## src/rtl/fpcsr_pkg.sv

```systemverilog
package fpcsr_pkg;
    localparam int FLAG_W   = 5;
    localparam int RM_W     = 3;
    localparam int STATE_W  = FLAG_W + RM_W;
    localparam int RM_LSB   = FLAG_W;
    localparam logic [1:0] FS_OFF   = 2'b00;
    localparam logic [1:0] FS_DIRTY = 2'b11;

    typedef enum logic [1:0] {
        SEL_FLAGS = 2'd0,
        SEL_RMODE = 2'd1,
        SEL_ALL   = 2'd2,
        SEL_RSVD  = 2'd3
    } view_e;

    typedef struct packed {
        logic [RM_W-1:0]   rm;
        logic [FLAG_W-1:0] fl;
    } fpstate_t;

    function automatic logic view_has_flags(view_e v);
        return (v == SEL_FLAGS) || (v == SEL_ALL);
    endfunction

    function automatic logic view_has_rm(view_e v);
        return (v == SEL_RMODE) || (v == SEL_ALL);
    endfunction
endpackage

```

## src/rtl/fpcsr_gate.sv

```systemverilog
module fpcsr_gate
    import fpcsr_pkg::*;
(
    input  view_e      sel,
    input  logic       rd,
    input  logic       wr,
    input  logic [1:0] fs_state,
    output logic       illegal,
    output logic       rd_ok,
    output logic       wr_ok
);
    logic refuse;

    always_comb begin
        refuse  = (fs_state == FS_OFF) || (sel == SEL_RSVD);
        illegal = (rd || wr) && refuse;
        rd_ok   = rd && !refuse;
        wr_ok   = wr && !refuse;
    end
endmodule

```

## src/rtl/fpcsr_store.sv

```systemverilog
module fpcsr_store
    import fpcsr_pkg::*;
(
    input  logic               clk,
    input  logic               rst,
    input  logic               wr_ok,
    input  view_e              sel,
    input  logic [STATE_W-1:0] wdata,
    input  logic               dp_vld,
    input  logic [FLAG_W-1:0]  dp_flags,
    output fpstate_t           st
);
    fpstate_t nxt;

    always_comb begin
        nxt = st;
        if (wr_ok && view_has_flags(sel))
            nxt.fl = wdata[FLAG_W-1:0];
        else if (dp_vld)
            nxt.fl = st.fl | dp_flags;

        if (wr_ok && sel == SEL_RMODE)
            nxt.rm = wdata[RM_W-1:0];
        else if (wr_ok && sel == SEL_ALL)
            nxt.rm = wdata[RM_LSB +: RM_W];
    end

    always_ff @(posedge clk) begin
        if (rst) st <= '0;
        else     st <= nxt;
    end
endmodule

```

## src/rtl/fpcsr_view.sv

```systemverilog
module fpcsr_view
    import fpcsr_pkg::*;
#(
    parameter int XLEN = 32
) (
    input  fpstate_t          st,
    input  view_e             sel,
    input  logic              rd_ok,
    output logic [XLEN-1:0]   rdata
);
    localparam int PAD = XLEN - STATE_W;
    logic [STATE_W-1:0] low;

    always_comb begin
        unique case (sel)
            SEL_FLAGS: low = {{RM_W{1'b0}}, st.fl};
            SEL_RMODE: low = {{FLAG_W{1'b0}}, st.rm};
            SEL_ALL:   low = st;
            default:   low = '0;
        endcase
        rdata = rd_ok ? {{PAD{1'b0}}, low} : '0;
    end
endmodule

```

## src/rtl/fpcsr_unit.sv

```systemverilog
module fpcsr_unit
    import fpcsr_pkg::*;
#(
    parameter int XLEN = 32
) (
    input  logic              clk,
    input  logic              rst,
    input  logic [1:0]        csr_sel,
    input  logic              csr_rd,
    input  logic              csr_wr,
    input  logic [XLEN-1:0]   csr_wdata,
    input  logic [1:0]        fs_state,
    input  logic              dp_flag_vld,
    input  logic [4:0]        dp_flags,
    output logic [XLEN-1:0]   csr_rdata,
    output logic              csr_illegal,
    output logic              fs_make_dirty,
    output logic [2:0]        fp_rmode,
    output logic [4:0]        fp_flags
);
    view_e    sel;
    logic     rd_ok;
    logic     wr_ok;
    fpstate_t st;
    logic     unused_wdata_hi;

    assign sel             = view_e'(csr_sel);
    assign unused_wdata_hi = ^csr_wdata[XLEN-1:STATE_W];

    fpcsr_gate u_gate (
        .sel      (sel),
        .rd       (csr_rd),
        .wr       (csr_wr),
        .fs_state (fs_state),
        .illegal  (csr_illegal),
        .rd_ok    (rd_ok),
        .wr_ok    (wr_ok)
    );

    fpcsr_store u_store (
        .clk      (clk),
        .rst      (rst),
        .wr_ok    (wr_ok),
        .sel      (sel),
        .wdata    (csr_wdata[STATE_W-1:0]),
        .dp_vld   (dp_flag_vld),
        .dp_flags (dp_flags),
        .st       (st)
    );

    fpcsr_view #(.XLEN(XLEN)) u_view (
        .st    (st),
        .sel   (sel),
        .rd_ok (rd_ok),
        .rdata (csr_rdata)
    );

    assign fs_make_dirty = wr_ok;
    assign fp_rmode      = st.rm;
    assign fp_flags      = st.fl;
endmodule

```

## config.mk

```make
export PLATFORM = sky130hd
export DESIGN_NAME = fpcsr_unit
export DESIGN_NICKNAME = d
export VERILOG_FILES = /design/src/rtl/fpcsr_pkg.sv /design/src/rtl/fpcsr_gate.sv /design/src/rtl/fpcsr_store.sv /design/src/rtl/fpcsr_view.sv /design/src/rtl/fpcsr_unit.sv
export SDC_FILE = /design/constraint.sdc
export NUM_CORES = 1
export LEC_CHECK = 0
export BUFFER_PORTS_ARGS = -buffer_cell sky130_fd_sc_hd__buf_4
export CAP_MARGIN = 25
export CORE_MARGIN = 5
export CORE_UTILIZATION = 35
export CTS_BUF_LIST = sky130_fd_sc_hd__clkbuf_8 sky130_fd_sc_hd__clkbuf_16
export DETAILED_ROUTE_END_ITERATION = 8
export GPL_TIMING_DRIVEN = 0
export PLACE_DENSITY = 0.85
export SETUP_SLACK_MARGIN = 0.5
export SYNTH_ARGS = -nofsm -noshare
export SYNTH_HDL_FRONTEND = slang
export SYNTH_SLANG_ARGS = --single-unit
```

## constraint.sdc

```tcl
create_clock -name clk -period 2.35 [get_ports clk]
set_input_delay 0.235 -clock clk [delete_from_list [all_inputs] [get_ports clk]]
set_output_delay 0.235 -clock clk [all_outputs]
set_load 0.05 [all_outputs]
```

==> metrics.md, run 1 <==
| Metric | Value |
|---|---|
| Setup TNS | `0 ps` |
| H-tree depth | `1` |
| Nets | `just under 200` |
| Worst setup endpoint | `csr_rdata[6]` |
| Final hold slack | `299.5 ps` |
| Share of cells above drive strength 1 | `a little over half` |
| Die ar. | `a little over 3000 um^2` |
| Placed Cells | `approximately 170` |
| Vias | `between 700 and 800` |
| Largest net degree at the start of global routing | `11` |
| Final core occ | `around 60%` |
| # rows | `16` |
| Crit path from | `fs_state[1]` |
| Clk_lat worst skew | `230 ps` |
| Synth area leaders | `buf_4 (25%), dfxtp_1 (22%), a211oi_2 (8.7%)` |
| Final setup fails | `0` |
| Final worst-path cycle share | `approximately 65%` |
| Status | `complete, no violations` |
| Filler cells | `~190` |
| Critical Path, Cell by Cell | `buf_4, o21ai_1, nor3b_2, and2_1, buf_4` |
| Leak pwr | `0.5931 nW` |
| Drt first-iter violations | `15` |
| Worst R2R Start | `u_store.st[7]$_SDFFE_PP0P_` |
| Synth warn | `0` |
| Clock sinks | `8` |
| Final Hold Fails | `0` |
| Commonest non-fill, non-tap cells in the layout | `buf_4 (61), conb_1 (24), a21oi_1 (10), dfxtp_1 (8)` |
| Met2 routed WL | `slightly below 1000 um` |
| Max-slew violation count | `0` |
| Synth top area share | `~25%` |
| CTS tree | `done` |
| Worst r2r dst | `u_store.st[7]$_SDFFE_PP0P_` |
| Clk buf depth | `2` |
| Die Width | `55.46 um` |
| Commonest non-fill, non-tap cell in the layout | `buf_4` |
| Slowest-stage cell, CP | `o21ai_1` |
| Register name with the most flops | `u_store.st` |
| GPL Wtd Cong | `roughly 0.74` |
| Critical Path RT | `between 2000 and 2500 ps` |
| Top layer in use | `met4` |
| Core ar. | `1962 um^2` |
| Initial antenna violation count | `0` |
| Cts repair resizes | `0` |
| GRT Overall Usage | `13.04%` |
| Syn Inst Count | `87` |
| Maxcap violations | `0` |
| Hold WC Path Type | `in2reg` |
| Flops & latches, synth | `8` |
| Final Power | `0.6086 mW` |
| Layout Skew | `0 ps` |
| Total gr overflow | `0` |
| Largest register FFs | `8` |
| Worst Setup End Kind | `output pin` |
| Biggest regs | `u_store.st x8` |
| Largest stage delay on the critical path | `460 ps` |
| Max Clk Rate | `654.3 MHz` |
| Cell Area, Synth | `~720 um^2` |
| RSZ-0062 raised after global routing | `no` |
| Avg Synthesized Cell Area | `~8.3 um^2` |
| Met3 wire length | `around 280 um` |
| Crit path DAT | `1290 ps` |
| Port Buf Inserts | `37` |
| Distinct cells, synth | `24` |
| Sequential share of the synthesized area | `between 20% and 30%` |
| Routed vias/inst | `between 4 and 5` |
| WL final | `roughly 2100 um` |
| First-pass GRT wire length | `around 3200 um` |
| IO Pins | `around 90` |
| Die Ht | `55.46 um` |
| Routed wire per std cell | `11.89 um` |
| Actual slew at the worst max-slew pin | `about 560 ps` |
| Antenna viol nets, final | `0` |
| Non-Filler Instances | `177` |
| Crit Path Max Fanout | `6` |
| Vias in the first global route | `between 700 and 800` |
| Initial Util | `36.86%` |
| Cts hold-fix bufs | `0` |
| Min Tclk post-route | `around 1500 ps` |
| Area growth, synth to finish | `62.11%` |
| Wl on met1 | `about 790 um` |
| Area occupied by multi-input gates | `about 450 um^2` |
| Reg2Reg Setup Slack | `about 1500 ps` |
| R2R depth | `2` |
| Slew HR | `a little over three fifths` |
| Setup Buffers After CTS | `0` |
| DRT Pass-1 Iters | `4` |
| Drt drc | `0` |
| # diodes | `0` |
| Pwr/cell area | `519.1 nW/um^2` |
| Clk slew on worst S/H paths | `around 40 ps` |
| Sequential cell area | `160.2 um^2` |
| CP Class | `in2out` |
| Crit start category | `input pin` |
| VDD IR-drop max | `roughly 270 uV` |
| Placed wire-length estimate | `about 1700 um` |
| CTS buffer count | `3` |
| CTS root buf | `clkbuf_8` |
| Most used cell, CP | `buf_4` |
| Cell taking the most area after synthesis | `buf_4` |
## area by class of cell
| class | count | area share, % |
|---|---|---|
| clock buffers | 3 | 3.522 |
| multi-input cells | 72 | 38.74 |
| plain buffers | 27 | 16.54 |
| flip-flops and latches | 8 | 13.66 |
| repair buffers | 37 | 23.69 |
| well taps | 27 | 2.882 |
| inverters | 3 | 0.9605 |
## synth_stat cells, drive strengths merged
cell type	number
buf	27
a21oi	10
dfxtp	8
a211oi	5
nor3	5
a22oi	3
and2	3
inv	3
nand2b	3
nand3b	3
nor2	3
nor3b	3
o32ai	3
nor2b	2
o21ai	2
or2	2
conb	1
o21ba	1
## how the worst min path moves through the flow
stage                               start                         end  slack, ps  depth (start not counted)
3_3_place_gp   u_store.st[7]$_SDFFE_PP0P_  u_store.st[7]$_SDFFE_PP0P_        510                          2
3_5_place_dp   u_store.st[6]$_SDFFE_PP0P_  u_store.st[6]$_SDFFE_PP0P_        500                          2
5_1_grt                      csr_wdata[1]  u_store.st[6]$_SDFFE_PP0P_        310                          3
6_report                     csr_wdata[1]  u_store.st[6]$_SDFFE_PP0P_        300                          3
2_1_floorplan                csr_wdata[0]  u_store.st[5]$_SDFFE_PP0P_        410                          2
4_1_cts                      csr_wdata[1]  u_store.st[6]$_SDFFE_PP0P_        290                          3
## kinds of logic (layout without fill, tap and decap cells)
| logic type | after synthesis | count (layout) | synth area share [%] |
|---|---|---|---|
| DFF | 8 | 8 | 22.14 |
| buffers and inverters | 30 | 70 | 28.37 |
| and+or+nand+nor | 24 | 24 | 22.32 |
| AOI/OAI and AO/OA | 24 | 24 | 26.64 |
| other | 1 | 24 | 0.5185 |
## critical path, delay by kind of cell
| family | cells | cell delay, ps |
|---|---|---|
| AOI/OAI and AO/OA | 1 | 460 |
| buffers and inverters | 2 | 310 |
| and+or+nand+nor | 2 | 290 |
## per-layer routing
| layer | vias up | global-route usage, % |
|---|---|---|
| met2 | 51 | 22.47 |
| met1 | 331 | 12.90 |
| met4 | 0 | 8.333 |
| li1 | 383 | - |
| met5 | - | 0 |
| met3 | 4 | 5.128 |
## report_power, final
part | internal [mW] | total, mW | switching (mW)
Combinational | 0.0946 | 0.290 | 0.196
Sequential | 0.147 | 0.156 | 0.00867
Clock | 0.111 | 0.163 | 0.0521
## per-stage QoR
| stage | cell area, um^2 | worst slack (ps) |
|---|---|---|
| after floorplan | 819.5 | 547.5 |
| after global placement | 1131 | 828.7 |
| after detailed placement | 1131 | 811.6 |
| after CTS | 1172 | 815.0 |
| after global routing | 1172 | 736.0 |
| final | 1172 | 821.6 |
Note: power is estimated with default switching activity, not from simulation.
==> inputs of run 2 (changes only) <==
--- a/config.mk
+++ b/config.mk
@@ -8,11 +8,11 @@
 export BUFFER_PORTS_ARGS = -buffer_cell sky130_fd_sc_hd__buf_4
 export CAP_MARGIN = 25
 export CORE_MARGIN = 5
-export CORE_UTILIZATION = 35
+export CORE_UTILIZATION = 32
 export CTS_BUF_LIST = sky130_fd_sc_hd__clkbuf_8 sky130_fd_sc_hd__clkbuf_16
 export DETAILED_ROUTE_END_ITERATION = 8
 export GPL_TIMING_DRIVEN = 0
-export PLACE_DENSITY = 0.85
+export PLACE_DENSITY = 0.79
 export SETUP_SLACK_MARGIN = 0.5
 export SYNTH_ARGS = -nofsm -noshare
 export SYNTH_HDL_FRONTEND = slang
==> constraint.sdc (replaced) <==
create_clock -name clk -period 1.5 [get_ports clk]
set_input_delay 0.15 -clock clk [delete_from_list [all_inputs] [get_ports clk]]
set_output_delay 0.15 -clock clk [all_outputs]
set_load 0.05 [all_outputs]
==> metrics.md, run 2 (synthesis results as in run 1) <==
| Metric | Value |
|---|---|
| # rows | `17 (was 16)` |
| Total gr overflow | `0 (unchanged)` |
| Clock sinks | `8 (unchanged)` |
| Largest stage delay on the critical path | `340 ps (was 460 ps)` |
| CTS buffer count | `3 (unchanged)` |
| WL final | `2428 um (was 2105 um)` |
| GRT Overall Usage | `14.34% (was 13.04%)` |
| Setup TNS | `0 ps (unchanged)` |
| CTS tree | `done (unchanged)` |
| Clk_lat worst skew | `230 ps (about the same)` |
| DRT Pass-1 Iters | `4 (unchanged)` |
| Hold WC Path Type | `in2reg (unchanged)` |
| Dpl ws | `193.1 ps (was 811.6 ps)` |
| CP Class | `reg2out (was in2out)` |
| Largest register FFs | `8 (unchanged)` |
| Clk buf depth | `2 (unchanged)` |
| IO Pins | `88 (unchanged)` |
| Maxcap violations | `0 (unchanged)` |
| Max-slew violation count | `0 (unchanged)` |
| Register name with the most flops | `u_store.st (unchanged)` |
| Vias | `798 (was 769)` |
| Post-place instance area | `1254 um^2 (was 1131 um^2)` |
| RSZ-0062 raised after global routing | `yes (was no)` |
| Drt drc | `0 (unchanged)` |
| Critical Path, Cell by Cell | `nand3b_1, a21oi_4, buf_6 (was buf_4, o21ai_1, nor3b_2, and2_1, buf_4)` |
| Core ar. | `2191 um^2 (was 1962 um^2)` |
| Initial antenna violation count | `0 (unchanged)` |
| Slowest-stage cell, CP | `dfxtp_4 (was o21ai_1)` |
| CP top delay family | `flip-flops (was compound AO/OA/AOI/OAI gates)` |
| Initial Util | `33.01% (was 36.86%)` |
| Share of cells above drive strength 1 | `66.03% (was 52.67%)` |
| Final Instance Area | `1430 um^2 (was 1172 um^2)` |
| Final setup fails | `0 (unchanged)` |
| Non-Filler Instances | `184 (was 177)` |
| Vias in the first global route | `821 (was 735)` |
| Placed wire-length estimate | `1833 um (was 1748 um)` |
| Die Width | `57.54 um (was 55.46 um)` |
| Antenna viol nets, final | `0 (unchanged)` |
| Critical Path RT | `1350 ps (was 2120 ps)` |
| Final worst setup slack | `278.2 ps (was 821.6 ps)` |
| Cts hold-fix bufs | `0 (unchanged)` |
| Routed wire per std cell | `13.20 um (was 11.89 um)` |
| Crit Path Max Fanout | `3 (was 6)` |
| CP Buf/Inv Count | `1 (was 2)` |
| Leak pwr | `0.6725 nW (was 0.5931 nW)` |
| Port Buf Inserts | `37 (unchanged)` |
| Largest net degree at the start of global routing | `11 (unchanged)` |
| # diodes | `0 (unchanged)` |
| Layout Skew | `0 ps (unchanged)` |
| Crit start category | `flop (was input pin)` |
| Die Ht | `57.54 um (was 55.46 um)` |
| Min Tclk post-route | `about 1200 ps` |
| Max Clk Rate | `818.4 MHz` |
| Pwr/cell area | `722.5 nW/um^2 (was 519.1 nW/um^2)` |
| Placed Cells | `175 (was 174)` |
| Commonest non-fill, non-tap cells in the layout | `buf_4 (52), conb_1 (24), buf_6 (12), dfxtp_4 (8) (was buf_4 (61), conb_1 (24), a21oi_1 (10), dfxtp_1 (8))` |
| First-pass GRT wire length | `3650 um (was 3243 um)` |
| Crit path DAT | `1070 ps (was 1290 ps)` |
| Reg2Reg Setup Slack | `640 ps (was 1540 ps)` |
| VDD IR-drop max | `441.4 uV (was 270.0 uV)` |
| Final Hold Fails | `0 (unchanged)` |
| GPL Wtd Cong | `0.7833 (was 0.7432)` |
| Drt first-iter violations | `21 (was 15)` |
| Status | `complete, no violations (unchanged)` |
| Nets | `204 (was 198)` |
| Clk slew on worst S/H paths | `40 ps (about the same)` |
| Final worst-path cycle share | `81.46%` |
| Biggest regs | `u_store.st x8 (unchanged)` |
| Die ar. | `3311 um^2 (was 3075 um^2)` |
| Area growth, synth to finish | `97.75% (was 62.11%)` |
| Worst Setup End Kind | `output pin (unchanged)` |
| H-tree depth | `1 (unchanged)` |
| Commonest non-fill, non-tap cell in the layout | `buf_4 (unchanged)` |
| CTS root buf | `clkbuf_8 (unchanged)` |
| Routed vias/inst | `4.337 (was 4.345)` |
==> run 2: changes by cell type in the layout (fill, tap and decap cells not counted), moves of 3 or more <==
cell and delta:
a21oi_4 +5, buf_8 +5, buf_4 -9, dfxtp_4 +8, a21oi_1 -5, and2_1 -3, buf_6 +12, dfxtp_1 -8
==> run 2: worst paths after layout <==
path,end,from,cells past startpoint
max,csr_rdata[1],u_store.st[6]$_SDFFE_PP0P_,3
min,u_store.st[5]$_SDFFE_PP0P_,csr_wdata[0],3
max reg2reg,u_store.st[6]$_SDFFE_PP0P_,u_store.st[6]$_SDFFE_PP0P_,3
min reg2reg,u_store.st[7]$_SDFFE_PP0P_,u_store.st[7]$_SDFFE_PP0P_,2
==> run 2: routing by layer <==
layer	global-route usage [%]	vias up	part of all wire, %
met1	14.15	351	34
met5	0	-	0
met2	25.48	48	52
li1	-	395	-
met4	6.954	0	1.9
met3	6.109	4	12
==> run 2: cell type report <==
type | count | area (um^2)
fillers | 169 | 760.7
multi-input cells | 72 | 548.0
repair buffers | 43 | 397.9
plain buffers | 27 | 206.4
flip-flops and latches | 8 | 190.2
clock buffers | 3 | 41.29
well taps | 28 | 35.03
inverters | 3 | 11.26
==> run 2: repair_timing <==
action / in CTS / in global routing
pin swaps: 3 / 1
setup endpoints to repair: 9 / 12
setup buffers: 5 / 1
gates resized for setup: 11 / 12
==> run 2: power breakdown <==
| part | leakage, nW | switching [mW] | internal (mW) | total (mW) |
|---|---|---|---|---|
| clock network | 0.0216 | 0.0886 | 0.174 | 0.263 |
| registers | 0.0713 | 0.0134 | 0.227 | 0.241 |
| logic | 0.580 | 0.336 | 0.194 | 0.530 |
==> run 2: through the flow <==
stage | total power [mW] | hold slack, ps | util (%)
finish | 1.033 | 229.1 | 65.28
global route | 1.068 | 227.6 | 65.28
CTS | 1.000 | 227.2 | 62.71
detailed placement | 0.7240 | 456.8 | 57.22
global placement | 0.7174 | 432.4 | 57.22
floorplan | 0.6153 | 323.0 | -
==> run 2: worst register-to-register path, stage by stage, from the launching register on <==
cell	delay, ps
dfxtp_4	340
buf_4	110
inv_1	40
o32ai_1	270
==> inputs of run 3 (changes only) <==
==> constraint.sdc (replaced) <==
create_clock -name clk -period 1.2 [get_ports clk]
set_input_delay 0.12 -clock clk [delete_from_list [all_inputs] [get_ports clk]]
set_output_delay 0.12 -clock clk [all_outputs]
set_load 0.05 [all_outputs]
==> metrics.md, run 3 (synthesis results as in run 1) <==
| Metric | Value |
|---|---|
| Dpl ws | `-28.45 ps (was 193.1 ps)` |
| IO Pins | `88 (unchanged)` |
| WHS Path Cells | `3 (unchanged)` |
| Port Buf Inserts | `37 (unchanged)` |
| Vias | `887 (was 798)` |
| Initial antenna violation count | `0 (unchanged)` |
| Pwr/cell area | `831.0 nW/um^2 (was 722.5 nW/um^2)` |
| CTS root buf | `clkbuf_8 (unchanged)` |
| DRT Pass-1 Iters | `4 (unchanged)` |
| CP Class | `reg2out (unchanged)` |
| Combinational share of power | `55.4% (was 51.3%)` |
| GRT Overall Usage | `15.87% (was 14.34%)` |
| Cell internal pwr | `0.8223 mW (was 0.5954 mW)` |
| Critical Path RT | `1080 ps (was 1350 ps)` |
| Die Ht | `57.54 um (unchanged)` |
| Final worst-path cycle share | `a little over nine tenths` |
| Final Instance Area | `1694 um^2 (was 1430 um^2)` |
| Clk buf depth | `2 (unchanged)` |
| Clock sinks | `8 (unchanged)` |
| First-pass GRT wire length | `4022 um (was 3650 um)` |
| Crit path DAT | `1050 ps (was 1070 ps)` |
| VDD IR-drop max | `436.3 uV (was 441.4 uV)` |
| Drt first-iter violations | `18 (was 21)` |
| Total gr overflow | `0 (unchanged)` |
| Routed wire per std cell | `15.31 um (was 13.20 um)` |
| R2R depth | `4 (was 3)` |
| GPL Wtd Cong | `0.8420 (was 0.7833)` |
| Post-place instance area | `1305 um^2 (was 1254 um^2)` |
| # rows | `17 (unchanged)` |
| Final setup fails | `0 (unchanged)` |
| Clock share of power | `22.7% (was 25.4%)` |
| Drt drc | `0 (unchanged)` |
| Setup TNS | `0 ps (unchanged)` |
| Biggest regs | `u_store.st x8 (unchanged)` |
| Reg2Reg Setup Slack | `300 ps (was 640 ps)` |
| Net switching power | `0.5854 mW (was 0.4378 mW)` |
| Crit start category | `flop (unchanged)` |
| Max Clk Rate | `about 860 MHz` |
| Layout Skew | `0 ps (unchanged)` |
| Worst Setup End Kind | `output pin (unchanged)` |
| Switching share of power | `41.59% (was 42.38%)` |
| Worst R2R Start | `u_store.st[4]$_SDFFE_PP0P_ (was u_store.st[6]$_SDFFE_PP0P_)` |
| Status | `complete, no violations (unchanged)` |
| Worst Hold Path EP | `u_store.st[7]$_SDFFE_PP0P_ (was u_store.st[5]$_SDFFE_PP0P_)` |
| Vias in the first global route | `875 (was 821)` |
| Leak pwr | `0.7653 nW (was 0.6725 nW)` |
| Hold WC Path Type | `in2reg (unchanged)` |
| Final worst setup slack | `30.75 ps (was 278.2 ps)` |
| WL final | `2954 um (was 2428 um)` |
| Clk_lat worst skew | `230 ps (about the same)` |
| Cts hold-fix bufs | `0 (unchanged)` |
| RSZ-0062 raised after global routing | `yes (unchanged)` |
| Worst r2r dst | `u_store.st[4]$_SDFFE_PP0P_ (was u_store.st[6]$_SDFFE_PP0P_)` |
| Commonest non-fill, non-tap cell in the layout | `buf_4 (unchanged)` |
| Register name with the most flops | `u_store.st (unchanged)` |
| Non-Filler Instances | `193 (was 184)` |
| H-tree depth | `1 (unchanged)` |
| Core ar. | `2191 um^2 (unchanged)` |
| Commonest non-fill, non-tap cells in the layout | `buf_4 (45), conb_1 (24), buf_6 (20), buf_8 (11) (was buf_4 (52), conb_1 (24), buf_6 (12), dfxtp_4 (8))` |
| CTS buffer count | `3 (unchanged)` |
| Sequential share of power | `21.8% (was 23.3%)` |
| Nets | `213 (was 204)` |
| Die ar. | `3311 um^2 (unchanged)` |
| Largest net degree at the start of global routing | `10 (was 11)` |
| Clk slew on worst S/H paths | `40 ps (about the same)` |
| Antenna viol nets, final | `0 (unchanged)` |
| Routed vias/inst | `4.596 (was 4.337)` |
| Crit Path Max Fanout | `3 (unchanged)` |
| Maxcap violations | `0 (unchanged)` |
| Initial Util | `33.01% (unchanged)` |
| CTS tree | `done (unchanged)` |
| Placed Cells | `175 (unchanged)` |
| Min Tclk post-route | `~1200 ps` |
| Share of cells above drive strength 1 | `76.36% (was 66.03%)` |
| Area growth, synth to finish | `134.3% (was 97.75%)` |
| Placed wire-length estimate | `1888 um (was 1833 um)` |
| Final Hold Fails | `0 (unchanged)` |
| # diodes | `0 (unchanged)` |
| Largest register FFs | `8 (unchanged)` |
| Max-slew violation count | `0 (unchanged)` |
| Die Width | `57.54 um (unchanged)` |
| Hold path start | `csr_wdata[2] (was csr_wdata[0])` |
| Final hold slack | `171.2 ps (was 229.1 ps)` |
run 3: worst max-delay path: stages, from the launching register on:
cell and delay, ps:
dfxtp_4 350, nand3b_1 140, a21oi_4 160, buf_6 170
run 3: power by group through the flow:
stage	logic, mW	registers [mW]	clock network (mW)
finish	0.781	0.307	0.320
global route	0.812	0.309	0.349
CTS	0.719	0.306	0.324
detailed placement	0.615	0.309	0
global placement	0.609	0.306	0
floorplan	0.409	0.376	0
run 3: routing by layer:
metal | track usage [%] | up-vias | wire [um]
met3 | 2.941 | 4 | 281
met1 | 17.80 | 408 | 1131
met5 | 0 | - | 0
met4 | 8.940 | 0 | 51
li1 | - | 415 | -
met2 | 27.74 | 60 | 1490
run 3: worst max-delay path by stage:
stage / from / end / cells after the start
after global routing: u_store.st[6]$_SDFFE_PP0P_ / csr_rdata[1] / 3
final: u_store.st[7]$_SDFFE_PP0P_ / csr_rdata[2] / 3
after detailed placement: fs_state[0] / csr_rdata[5] / 5
after CTS: u_store.st[5]$_SDFFE_PP0P_ / csr_rdata[0] / 3
after global placement: fs_state[0] / csr_rdata[6] / 5
after floorplan: u_store.st[3]$_SDFFE_PP0P_ / csr_rdata[3] / 1
run 3: layout make-up:
cell class              count  area (um^2)
plain buffers              27        225.2
clock buffers               3        41.29
fillers                   121        496.7
inverters                   3        11.26
multi-input cells          72        643.1
flip-flops and latches      8        190.2
well taps                  28        35.03
repair buffers             52        548.0
run 3: what timing repair did:
action / CTS / global route
pin swaps: 7 / 4
gates resized for setup: 43 / 13
hold endpoints to repair: 0 / 0
buffers inserted: 9 / 6
gates cloned: 0 / 0
endpoints found under the setup margin: 26 / 26
run 3: metrics by stage:
step	utilization (%)	power [mW]
CTS	72.36	1.349
detailed placement	59.57	0.9246
global route	77.33	1.470
global placement	59.57	0.9155
finish	77.33	1.408
floorplan	-	0.7842
